## config.mk

```make
export PLATFORM = sky130hd
export DESIGN_NAME = irq_line_merge
export DESIGN_NICKNAME = d
export VERILOG_FILES = /design/src/rtl/irq_merge_pkg.sv /design/src/rtl/irq_line_tracker.sv /design/src/rtl/irq_msg_fifo.sv /design/src/rtl/irq_line_merge.sv
export SDC_FILE = /design/constraint.sdc
export NUM_CORES = 1
export LEC_CHECK = 0
export BUFFER_PORTS_ARGS = -buffer_cell sky130_fd_sc_hd__buf_4
export CORE_MARGIN = 10
export CORE_UTILIZATION = 50
export DETAILED_ROUTE_END_ITERATION = 8
export HOLD_SLACK_MARGIN = 0.02
export PLACE_DENSITY = 0.72
export SETUP_SLACK_MARGIN = 0.02
export SLEW_MARGIN = 20
export SYNTH_ARGS = -nofsm -noshare
export SYNTH_HDL_FRONTEND = slang
export SYNTH_HIERARCHICAL = 1
export SYNTH_SLANG_ARGS = --single-unit
```

## constraint.sdc

```tcl
create_clock -name clk -period 9.6 [get_ports clk]
set_input_delay 1.44 -clock clk [delete_from_list [all_inputs] [get_ports clk]]
set_output_delay 1.44 -clock clk [all_outputs]
set_load 0.02 [all_outputs]
```

## src/rtl/irq_merge_pkg.sv

```systemverilog
package irq_merge_pkg;

   typedef enum logic {
      KIND_RELEASE = 1'b0,
      KIND_RAISE   = 1'b1
   } irq_kind_e;

   function automatic int unsigned idx_width(input int unsigned n);
      return (n < 2) ? 1 : $clog2(n);
   endfunction

endpackage

```

## src/rtl/irq_line_tracker.sv

```systemverilog
module irq_line_tracker #(
   parameter int unsigned NUM_DEVS = 32,
   parameter int unsigned DEV_W    = irq_merge_pkg::idx_width(NUM_DEVS)
) (
   input  logic             clk,
   input  logic             rst,
   input  logic             hit,
   input  logic             is_raise,
   input  logic [DEV_W-1:0] dev,
   output logic             pending,
   output logic             went_up,
   output logic             went_down
);

   logic [NUM_DEVS-1:0] holders_q, holders_d, dev_bit;
   logic                pend_q, pend_d;

   initial assert (NUM_DEVS >= 2 && NUM_DEVS <= 1024)
      else $error("irq_line_tracker: NUM_DEVS out of range");

   always_comb begin
      dev_bit = '0;
      dev_bit[dev] = 1'b1;
   end

   always_comb begin
      holders_d = holders_q;
      if (hit) begin
         if (is_raise) holders_d = holders_q | dev_bit;
         else          holders_d = holders_q & ~dev_bit;
      end
      pend_d = |holders_d;
   end

   always_ff @(posedge clk) begin
      if (rst) begin
         holders_q <= '0;
         pend_q    <= 1'b0;
      end else begin
         holders_q <= holders_d;
         pend_q    <= pend_d;
      end
   end

   assign pending   = pend_q;
   assign went_up   = !pend_q && pend_d;
   assign went_down = pend_q && !pend_d;

   // a second raise from a device already recorded leaves the set unchanged
   p_dup_raise_r4: assert property (@(posedge clk) disable iff (rst)
      (hit && is_raise && |(holders_q & dev_bit)) |=> $stable(holders_q));

   // releasing a device that is absent touches neither set nor flag
   p_ghost_release_r7: assert property (@(posedge clk) disable iff (rst)
      (hit && !is_raise && !(|(holders_q & dev_bit))) |=> ($stable(holders_q) && $stable(pend_q)));

   // a raise on a pending line keeps it pending
   p_hold_pending_r3: assert property (@(posedge clk) disable iff (rst)
      (hit && is_raise && pend_q) |=> pend_q);

   // any raise leaves the line pending
   p_raise_sets_r2: assert property (@(posedge clk) disable iff (rst)
      (hit && is_raise) |=> pend_q);

   // no event for this line means the set does not move
   p_idle_stable_r8: assert property (@(posedge clk) disable iff (rst)
      !hit |=> $stable(holders_q));

endmodule

```

## src/rtl/irq_msg_fifo.sv

```systemverilog
module irq_msg_fifo #(
   parameter int unsigned WIDTH = 3,
   parameter int unsigned DEPTH = 4,
   localparam int unsigned PTR_W = irq_merge_pkg::idx_width(DEPTH),
   localparam int unsigned CNT_W = $clog2(DEPTH + 1)
) (
   input  logic             clk,
   input  logic             rst,
   input  logic             push,
   input  logic [WIDTH-1:0] push_data,
   input  logic             pop,
   output logic [WIDTH-1:0] head,
   output logic             empty,
   output logic             full
);

   localparam bit POW2 = (DEPTH & (DEPTH - 1)) == 0;

   logic [WIDTH-1:0] mem [DEPTH];
   logic [PTR_W-1:0] wr_q, rd_q, wr_inc, rd_inc;
   logic [CNT_W-1:0] cnt_q;

   initial assert (DEPTH >= 2 && DEPTH <= 256 && WIDTH >= 1)
      else $error("irq_msg_fifo: bad DEPTH or WIDTH");

   generate
      if (POW2) begin : g_wrap_free
         assign wr_inc = wr_q + 1'b1;
         assign rd_inc = rd_q + 1'b1;
      end else begin : g_wrap_cmp
         assign wr_inc = (wr_q == PTR_W'(DEPTH - 1)) ? '0 : wr_q + 1'b1;
         assign rd_inc = (rd_q == PTR_W'(DEPTH - 1)) ? '0 : rd_q + 1'b1;
      end
   endgenerate

   assign empty = (cnt_q == '0);
   assign full  = (cnt_q == CNT_W'(DEPTH));
   assign head  = mem[rd_q];

   always_ff @(posedge clk) begin
      if (push) mem[wr_q] <= push_data;
   end

   always_ff @(posedge clk) begin
      if (rst) begin
         wr_q  <= '0;
         rd_q  <= '0;
         cnt_q <= '0;
      end else begin
         if (push) wr_q <= wr_inc;
         if (pop)  rd_q <= rd_inc;
         case ({push, pop})
            2'b10:   cnt_q <= cnt_q + 1'b1;
            2'b01:   cnt_q <= cnt_q - 1'b1;
            default: cnt_q <= cnt_q;
         endcase
      end
   end

   // never written while full
   p_no_overflow_r9: assert property (@(posedge clk) disable iff (rst)
      push |-> !full);

   // never read while empty
   p_no_underflow_r10: assert property (@(posedge clk) disable iff (rst)
      pop |-> !empty);

   // head entry holds while it waits
   p_head_hold_r10: assert property (@(posedge clk) disable iff (rst)
      (!empty && !pop) |=> $stable(head));

endmodule

```

## src/rtl/irq_line_merge.sv

```systemverilog
module irq_line_merge #(
   parameter int unsigned NUM_LINES = 4,
   parameter int unsigned NUM_DEVS  = 32,
   parameter int unsigned DEPTH     = 4,
   localparam int unsigned LINE_W   = irq_merge_pkg::idx_width(NUM_LINES),
   localparam int unsigned DEV_W    = irq_merge_pkg::idx_width(NUM_DEVS),
   localparam int unsigned MSG_W    = LINE_W + 1
) (
   input  logic                 clk,
   input  logic                 rst,
   input  logic                 evt_valid,
   output logic                 evt_ready,
   input  logic [LINE_W-1:0]    evt_line,
   input  logic                 evt_assert,
   input  logic [DEV_W-1:0]     evt_dev,
   output logic                 msg_valid,
   input  logic                 msg_ready,
   output logic [LINE_W-1:0]    msg_line,
   output logic                 msg_assert,
   output logic [NUM_LINES-1:0] line_pending
);

   import irq_merge_pkg::*;

   logic                 fire, q_full, q_empty, q_push, q_pop;
   logic [NUM_LINES-1:0] up_v, down_v;
   logic [MSG_W-1:0]     q_in, q_head;
   irq_kind_e            kind;

   initial assert (NUM_LINES >= 2 && NUM_LINES <= 64)
      else $error("irq_line_merge: NUM_LINES out of range");

   assign evt_ready = !q_full;
   assign fire      = evt_valid && evt_ready;
   assign kind      = evt_assert ? KIND_RAISE : KIND_RELEASE;

   generate
      for (genvar i = 0; i < NUM_LINES; i++) begin : g_line
         irq_line_tracker #(
            .NUM_DEVS (NUM_DEVS),
            .DEV_W    (DEV_W)
         ) u_trk (
            .clk       (clk),
            .rst       (rst),
            .hit       (fire && (evt_line == LINE_W'(i))),
            .is_raise  (kind == KIND_RAISE),
            .dev       (evt_dev),
            .pending   (line_pending[i]),
            .went_up   (up_v[i]),
            .went_down (down_v[i])
         );
      end
   endgenerate

   assign q_push = |(up_v | down_v);
   assign q_in   = {evt_line, |up_v};
   assign q_pop  = msg_ready && !q_empty;

   irq_msg_fifo #(
      .WIDTH (MSG_W),
      .DEPTH (DEPTH)
   ) u_fifo (
      .clk       (clk),
      .rst       (rst),
      .push      (q_push),
      .push_data (q_in),
      .pop       (q_pop),
      .head      (q_head),
      .empty     (q_empty),
      .full      (q_full)
   );

   assign msg_valid  = !q_empty;
   assign msg_line   = q_head[MSG_W-1:1];
   assign msg_assert = q_head[0];

   // one event moves at most one line
   p_single_change_r8: assert property (@(posedge clk) disable iff (rst)
      $onehot0(up_v | down_v));

   // a full queue refuses events
   p_full_blocks_r9: assert property (@(posedge clk) disable iff (rst)
      q_full |-> !evt_ready);

   // the offered message stays put while stalled
   p_msg_hold_r10: assert property (@(posedge clk) disable iff (rst)
      (msg_valid && !msg_ready) |=> (msg_valid && $stable(msg_line) && $stable(msg_assert)));

   // a flag falling always comes with a queued message
   p_fall_msg_r6: assert property (@(posedge clk) disable iff (rst)
      (fire && !evt_assert && line_pending[evt_line] && down_v == '0) |=> line_pending[$past(evt_line)]);

endmodule

```

* Word level (Yosys, flattened, before mapping)
Memories as Yosys holds them, arrays and structs flattened. A register that Yosys moved wholly into a read port is not among the register bits.
Cells that the tools add are included.
** Cells by class
- Add/sub/neg operators :: 4
- Multiply operators :: 0
- Div/mod/pow operators :: 0
- Magnitude comparators :: 2
- Equal/unequal tests :: 6
- Shift operators :: 0
- Mux-type cells :: 16
- Bitwise logic cells :: 10
- Reduce and logical (&&, ||, !) cells :: 34
** Operators with widths (count)
- 2-to-1 mux 32 bit :: 8
- bitwise AND 32 bit :: 4
- bitwise OR 32 bit :: 4
- OR reduction 32 bit :: 4
- NOT 32 bit :: 1
- logical AND 1 bit :: 15
- zero test 1 bit :: 10
- OR reduction 4 bit :: 2
- == test 2 bit (second input constant) :: 3
- < comparator 5 x 6 -> 1 bit (second input constant) :: 1
- one-hot mux 3 bit (2 select lines) :: 1
- demux 1 bit (select 5 bit) :: 1
- >= comparator 5 x 1 -> 1 bit (second input constant) :: 1
- adder 2 x 1 -> 2 bit (second input constant) :: 2
- == test 2 x 1 -> 1 bit (second input constant) :: 2
- 2-to-1 mux 1 bit :: 4
- 2-to-1 mux 2 bit :: 2
- bitwise OR 4 bit :: 1
- adder 3 x 1 -> 3 bit (second input constant) :: 1
- == test 3 bit (second input constant) :: 1
- zero test 3 bit :: 1
- subtractor 3 x 1 -> 3 bit (second input constant) :: 1
- zero test 2 bit :: 1
- nonzero test 2 bit :: 1
** Word-level totals
- Register bits after elaboration :: 139
- Bits in latches :: 0
- Memory bits (writable) :: 12
- Memory bits (read-only) :: 0
- Bits of input ports :: 12
- Word-level logic and storage cells :: 84
- Memories :: 1
** Memory list
- u_fifo.mem :: depth 4, width 3, rd ports 1, clocked after memory_dff 1, write ports 1, line irq_msg_fifo.sv:19 : logic [WIDTH-1:0] mem [DEPTH];

* Depth between registers and ports, before layout
- Depth after elaboration :: 15
- Mapped depth :: 20
- Depth with buffers taken out :: 19

* Modules after synthesis
Netlist, hierarchy kept.
** Modules (own cells, without submodules)
- irq_line_tracker :: instances 4, cells an instance 273, area an instance 2098.3 um^2, sequential area each 660.6 um^2
- irq_msg_fifo :: instances 1, cells an instance 62, area an instance 862.1 um^2, sequential area each 540.5 um^2
- irq_line_merge :: instances 1, cells an instance 10, area an instance 82.6 um^2, sequential area each 0.0 um^2

* Worst setup path before layout
OpenSTA, ideal clock, no wires.
- Path type :: input -> register
- Start point :: input port evt_line[0]
- End point :: register u_fifo.cnt_q[2]
- Setup time :: 0.070 ns
- Arrival time :: 5.338 ns
- Required time :: 9.530 ns
- Setup slack :: 4.192 ns
- Cell stages on the path :: 17
- Path buffers :: 1
- Cells stage by stage :: nor4b_1 -> buf_6 -> nand3b_1 -> o21ai_0 -> o211ai_1 -> nor4_1 -> and4_1 -> nor2_1 -> or4_4 -> nand2b_4 -> inv_1 -> ha_1 -> inv_1 -> fa_1 -> xor2_1 -> or3_1 -> a21oi_1
** On the way
- Elaborated cells on any way between the ends :: 34
- Those cells by class :: eq/ne: 5; mux: 5; bitwise: 1; reduce/logical: 23
** RTL lines
- start, declared :: line irq_line_merge.sv:13 : input logic [LINE_W-1:0] evt_line,
- zero test 2 bit (*) :: line irq_line_merge.sv:45 : .hit (fire && (evt_line == LINE_W'(i))),
- logical AND 1 bit (*) :: line irq_line_merge.sv:45
- 2-to-1 mux 32 bit (*) :: line irq_line_tracker.sv:28 : if (hit) begin
- OR reduction 32 bit (*) :: line irq_line_tracker.sv:32 : pend_d = |holders_d;
- logical AND 1 bit (*) :: line irq_line_tracker.sv:46 : assign went_up = !pend_q && pend_d;
- named net up_v[0] :: line irq_line_merge.sv:26 : logic [NUM_LINES-1:0] up_v, down_v;
- bitwise OR 4 bit (*) :: line irq_line_merge.sv:55 : assign q_push = |(up_v | down_v);
- OR reduction 4 bit (*) :: line irq_line_merge.sv:55
- named net q_push :: line irq_line_merge.sv:25 : logic fire, q_full, q_empty, q_push, q_pop;
- == test 2 x 1 -> 1 bit or == test 2 bit (tied branches) :: line irq_msg_fifo.sv:52 : case ({push, pop})
- one-hot mux 3 bit (2 select lines) or nonzero test 2 bit (tied branches)
- end signal, assigned :: line irq_msg_fifo.sv:53 : 2'b10: cnt_q <= cnt_q + 1'b1;
- end signal, assigned :: line irq_msg_fifo.sv:54 : 2'b01: cnt_q <= cnt_q - 1'b1;
- end signal, assigned :: line irq_msg_fifo.sv:55 : default: cnt_q <= cnt_q;
- end, declared :: line irq_msg_fifo.sv:21 : logic [CNT_W-1:0] cnt_q;
Mark *: on every way through the listed nets, which the timed path passes. The rest lies on a longest branch.
A chain may end at the register's enable or synchronous reset.

* Final worst setup path
- Start point :: input port evt_dev[2]
- End point :: register u_fifo.cnt_q[2]
** On the way
- Elaborated cells on any way between the ends :: 44
- Those cells by class :: order compare: 2; eq/ne: 2; mux: 11; bitwise: 10; reduce/logical: 19
** RTL lines
- start, declared :: line irq_line_merge.sv:15 : input logic [DEV_W-1:0] evt_dev,
- < comparator 5 x 6 -> 1 bit (implied by the code) or >= comparator 5 x 1 -> 1 bit (tied branches) :: line irq_line_tracker.sv:23 : dev_bit[dev] = 1'b1;
- logical AND 1 bit (implied by the code) :: line irq_line_tracker.sv:23
- 2-to-1 mux 1 bit (implied by the code) :: line irq_line_tracker.sv:23
- demux 1 bit (select 5 bit) (*)
- NOT 32 bit :: line irq_line_tracker.sv:30 : else holders_d = holders_q & ~dev_bit;
- bitwise AND 32 bit :: line irq_line_tracker.sv:30
- 2-to-1 mux 32 bit (*) :: line irq_line_tracker.sv:29 : if (is_raise) holders_d = holders_q | dev_bit;
- 2-to-1 mux 32 bit (*) :: line irq_line_tracker.sv:28
- OR reduction 32 bit (*) :: line irq_line_tracker.sv:32
- logical AND 1 bit (*) :: line irq_line_tracker.sv:46
- named net up_v[1] :: line irq_line_merge.sv:26
- bitwise OR 4 bit (*) :: line irq_line_merge.sv:55
- OR reduction 4 bit (*) :: line irq_line_merge.sv:55
- named net q_push :: line irq_line_merge.sv:25
- == test 2 x 1 -> 1 bit or == test 2 bit (tied branches) :: line irq_msg_fifo.sv:52
- one-hot mux 3 bit (2 select lines) or nonzero test 2 bit (tied branches)
Marks and branches as above.

==> summary.txt <==
Worst setup path
  • Gate family responsible for the most delay along the worst path: simple AND/OR/NAND/NOR gates
  • WS Path Type: in2reg
  • FF-to-FF Start: u_fifo/cnt_q[0]$_SDFFE_PP0P_
  • Maximum fanout encountered on the critical timing path: 70
  • Endpoint of the most critical register-to-register path: u_fifo/cnt_q[2]$_SDFFE_PP0P_
  • Arrival time at the worst endpoint: 5.98 ns
  • Crit path cell chain: buf_4 > buf_4 > or3b_4 > nor4_2 > o22ai_1 > nor4_1 > and4_1 > nor2_1 > or4_4 > nand2b_4 > inv_1 > ha_1 > inv_1 > fa_1 > xor2_1 > or3_1 > a21oi_1
  • Largest stage delay on the critical path: 0.54 ns
  • Element type at the critical path end: flop
  • Total buffers and inverters traversed by the critical path: 4
  • Startpoint kind of the worst setup timing path: primary input
  • Depth of the worst register-to-register path: 19
  • Required time at the endpoint of the critical path: 9.94 ns
  • Slowest cell on crit path: buf_4
  • Minimum setup slack among reg-to-reg paths: approximately 4.5 ns
  • Stages on the worst setup path: 17

Final layout
  • Number of inserted diodes: 0
  • Commonest non-fill, non-tap cells in the layout: nor2_1, dfxtp_1, a21oi_1, o21ai_0, nand2_1
  • Share of post-route cells with drive strength above 1: between 10% and 20%
  • Cell area after layout: 9870 µm²
  • Filler Cell Count: 1686
  • Synth-to-Final Area Change: 5.68%
  • Post-layout net count: 1132
  • Most frequent standard cell in the layout excluding fill and tap cells: nor2_1

Drt
  • DRT iter0 DRCs: 920
  • Wire length per cell: between 15 and 20 µm
  • Vias/cell: 6.28
  • Number of routed nets with antenna violations: 0
  • Overall via count from detail_route: 8514
  • Total wirelength of the detailed-routed design: 24.0 mm
  • DRC violations left: 0
  • TritonRoute pass-1 iters: 6

Yosys
  • Post-Syn Area: 9340 µm²
  • Synth Register Bits: 153
  • Seq/Total Area, Yosys: around 34%
  • Main flop type after synthesis: dfxtp_1
  • Post-synthesis area per instance: 8.02 µm²
  • Area share of the largest cell type after synthesis: between 30% and 40%
  • Yosys Warn Count: 6
  • Count of cell types in the netlist: 59
  • Cell type contributing the most total cell area after synthesis: dfxtp_1
  • Share of flip-flops with an asynchronous set or reset after synthesis: 0%
  • Main area contributors after synthesis: dfxtp_1, a21oi_1, nor2_1
  • Mapped Nets: 1182
  • Number of enable flip-flop cells after synthesis: 12
  • Cells after Synth: 1164

Global route
  • Initial antenna violation count: 0
  • Global Route met3 Usage: 3.51%
  • Busiest metal layer after global routing: met2
  • Met1 layer usage reported by global route: between 20 and 30%
  • Number of global-route vias before repair: 7914
  • GRT Resource Usage Total: 19.5%
  • GR met2 Demand/Resource: 29.7%
  • Largest net degree at the start of global routing: 110
  • Overflow after GRT: 0
  • First-pass GRT wire length: 40.1 mm

Clock network
  • Setup Buffers After CTS: 0
  • Buffer type at the clock tree root: clkbuf_16
  • Clock-pin slew on the worst setup and hold paths: 0.06 ns
  • Skew-Pair Late Insertion Delay: 0.43 ns
  • CTS tree: built
  • Number of buffers between clock root and the deepest sink: 2
  • Number of H-tree levels: 4
  • Gates resized, CTS repair: 0
  • Total clock sinks: 153
  • Hold-fix buffers at CTS: 0
  • Number of buffers inserted during clock tree synthesis: 17

Outcome
  • Outcome: completed

Placement
  • I/O Buffers: 20
  • RePlAce Congestion: 0.882
  • Placement Cell Area: 9260 µm²
  • DP Wirelength: 14.6 mm

Die
  • Initial standard-cell utilization of the core: slightly above 50%
  • Number of ports placed on the die boundary: 21
  • Die span in x: 157 µm
  • Die height: 157 µm
  • Row count: 49
  • Die outline area: 24500 µm²
  • Core Area: ~18000 µm²

Worst hold path
  • Cells on Worst Hold Path: 2
  • Hold WC Path Type: reg2reg
  • Start point of the worst hold path: g_line[3].u_trk/holders_q[16]$_SDFF_PP0_
  • End point of the most critical hold path: g_line[3].u_trk/holders_q[16]$_SDFF_PP0_

Timing
  • Number of max-slew violations in the final report: 0
  • RSZ-0062 raised after global routing: no
  • Final total negative setup slack: 0 ns
  • Worst-Margin Slew: approximately 0.96 ns
  • Final cycle utilization of the critical path: 58.7%
  • Hold Fails Final Rpt: 0
  • Worst relative slew slack: 36.3%
  • Highest attainable clock frequency: about 0.18 GHz
  • Period minus WS final: 5.64 ns
  • Clock Skews: 0.0116 ns
  • Endpoints failing setup: 0

Job
  • Number of max-cap violations: 0

Pwr
  • Reported leakage power: 3.41 nW
  • Power Dens Cells: between 150 and 200 nW/µm²
  • IR drop worst, VDD: between 0.1 and 0.15 mV
## where the power goes
| part | internal (W) | switching, W | leakage, nW |
|---|---|---|---|
| combinational | 0.0000997 | 0.000181 | 1.87 |
| clock | 0.000419 | 0.000259 | 0.296 |
| sequential | 0.000677 | 0.0000194 | 1.25 |
| total | 0.00120 | 0.000459 | 3.41 |
## worst max-delay path by stage
stage          slack, ns        start                           end
6_report            3.96   evt_dev[2]  u_fifo/cnt_q[2]$_SDFFE_PP0P_
5_1_grt             3.63   evt_dev[2]  u_fifo/cnt_q[2]$_SDFFE_PP0P_
4_1_cts             3.99   evt_dev[2]  u_fifo/cnt_q[2]$_SDFFE_PP0P_
3_5_place_dp        3.57   evt_dev[2]  u_fifo/cnt_q[2]$_SDFFE_PP0P_
3_3_place_gp        3.61   evt_dev[2]  u_fifo/cnt_q[2]$_SDFFE_PP0P_
2_1_floorplan       4.19  evt_line[0]  u_fifo/cnt_q[2]$_SDFFE_PP0P_
## cell type report
type                    count  area, µm²  area share [%]
clock buffers              26        551            5.58
clock inverters             5       55.1           0.558
inverters                  28        105            1.07
multi-input cells         886       5470            55.5
flip-flops and latches    153       3180            32.3
well taps                 229        287            2.90
repair buffers             28        214            2.17
## worst register-to-register path, delay by kind of cell (launching register included)
family | cells | cell delay (ns)
adder cells (fa/ha/maj) | 2 | 0.54
XOR/XNOR | 1 | 0.16
buffers and inverters | 4 | 0.35
AND/OR/NAND/NOR | 9 | 3.01
flip-flops | 1 | 0.36
AO/OA/AOI/OAI | 3 | 0.65
## stage by stage
step	utilization, %	hold slack, ns	setup slack [ns]	power (W)	std cells
CTS	54.4	0.475	3.99	0.00167	1355
detailed placement	51.0	0.467	3.57	0.000988	1324
floorplan	-	0.446	4.19	0.000914	1164
global placement	51.0	0.459	3.61	0.000984	1324
finish	54.4	0.476	3.96	0.00165	1355
global route	54.4	0.501	3.63	0.00172	1355
## cell families (layout without fill, tap and decap cells)
logic type	Yosys count	after routing	share of synthesized area, %
compound gates	319	319	20.2
xor+xnor	5	5	0.469
fa+ha+maj	6	6	0.884
buf+inv	125	87	7.49
flops	153	153	34.1
mux	72	72	8.50
simple gates	484	484	28.4
## cell usage after synthesis, types with 5 or more instances
library cell  instances
inv_1                24
and3_1               13
a21oi_1             118
o32a_1                8
mux2i_1              41
and4_1                5
nand3b_1             16
buf_1                16
a31oi_1              12
dfxtp_1             141
edfxtp_1             12
mux2_2               28
and2b_1               8
a211oi_1             12
nor2b_1              17
and2_1                8
a311oi_1             12
nand3_1              64
buf_2                16
buf_4                 8
o22ai_1              12
or3b_1                8
nor2_1              152
and3b_1              12
or3_1                 5
o21ai_0             105
clkbuf_1             33
nor3_1               13
ha_1                  5
nand4_1              20
nand2_1              81
nor4_1               21
nor4bb_1              6
o211ai_1              8
buf_6                24
## metal layers
metal / vias up / part of all wire [%] / routed length, µm
met3: 26 / 6.7 / 1600
li1: 4136 / - / -
met2: 322 / 45 / 10800
met4: 0 / 1.1 / 258
met5: - / 0 / 0
met1: 4030 / 47 / 11300
## sequential cells by signal, indices dropped and copies added (netlist names), named ones only
signal                  flops
g_line.u_trk/pending        4
u_fifo/rd_q                 2
u_fifo/wr_q                 2
u_fifo/cnt_q                3
u_fifo/mem                 12
g_line.u_trk/holders_q    128
Note: power is estimated with default switching activity, not from simulation.
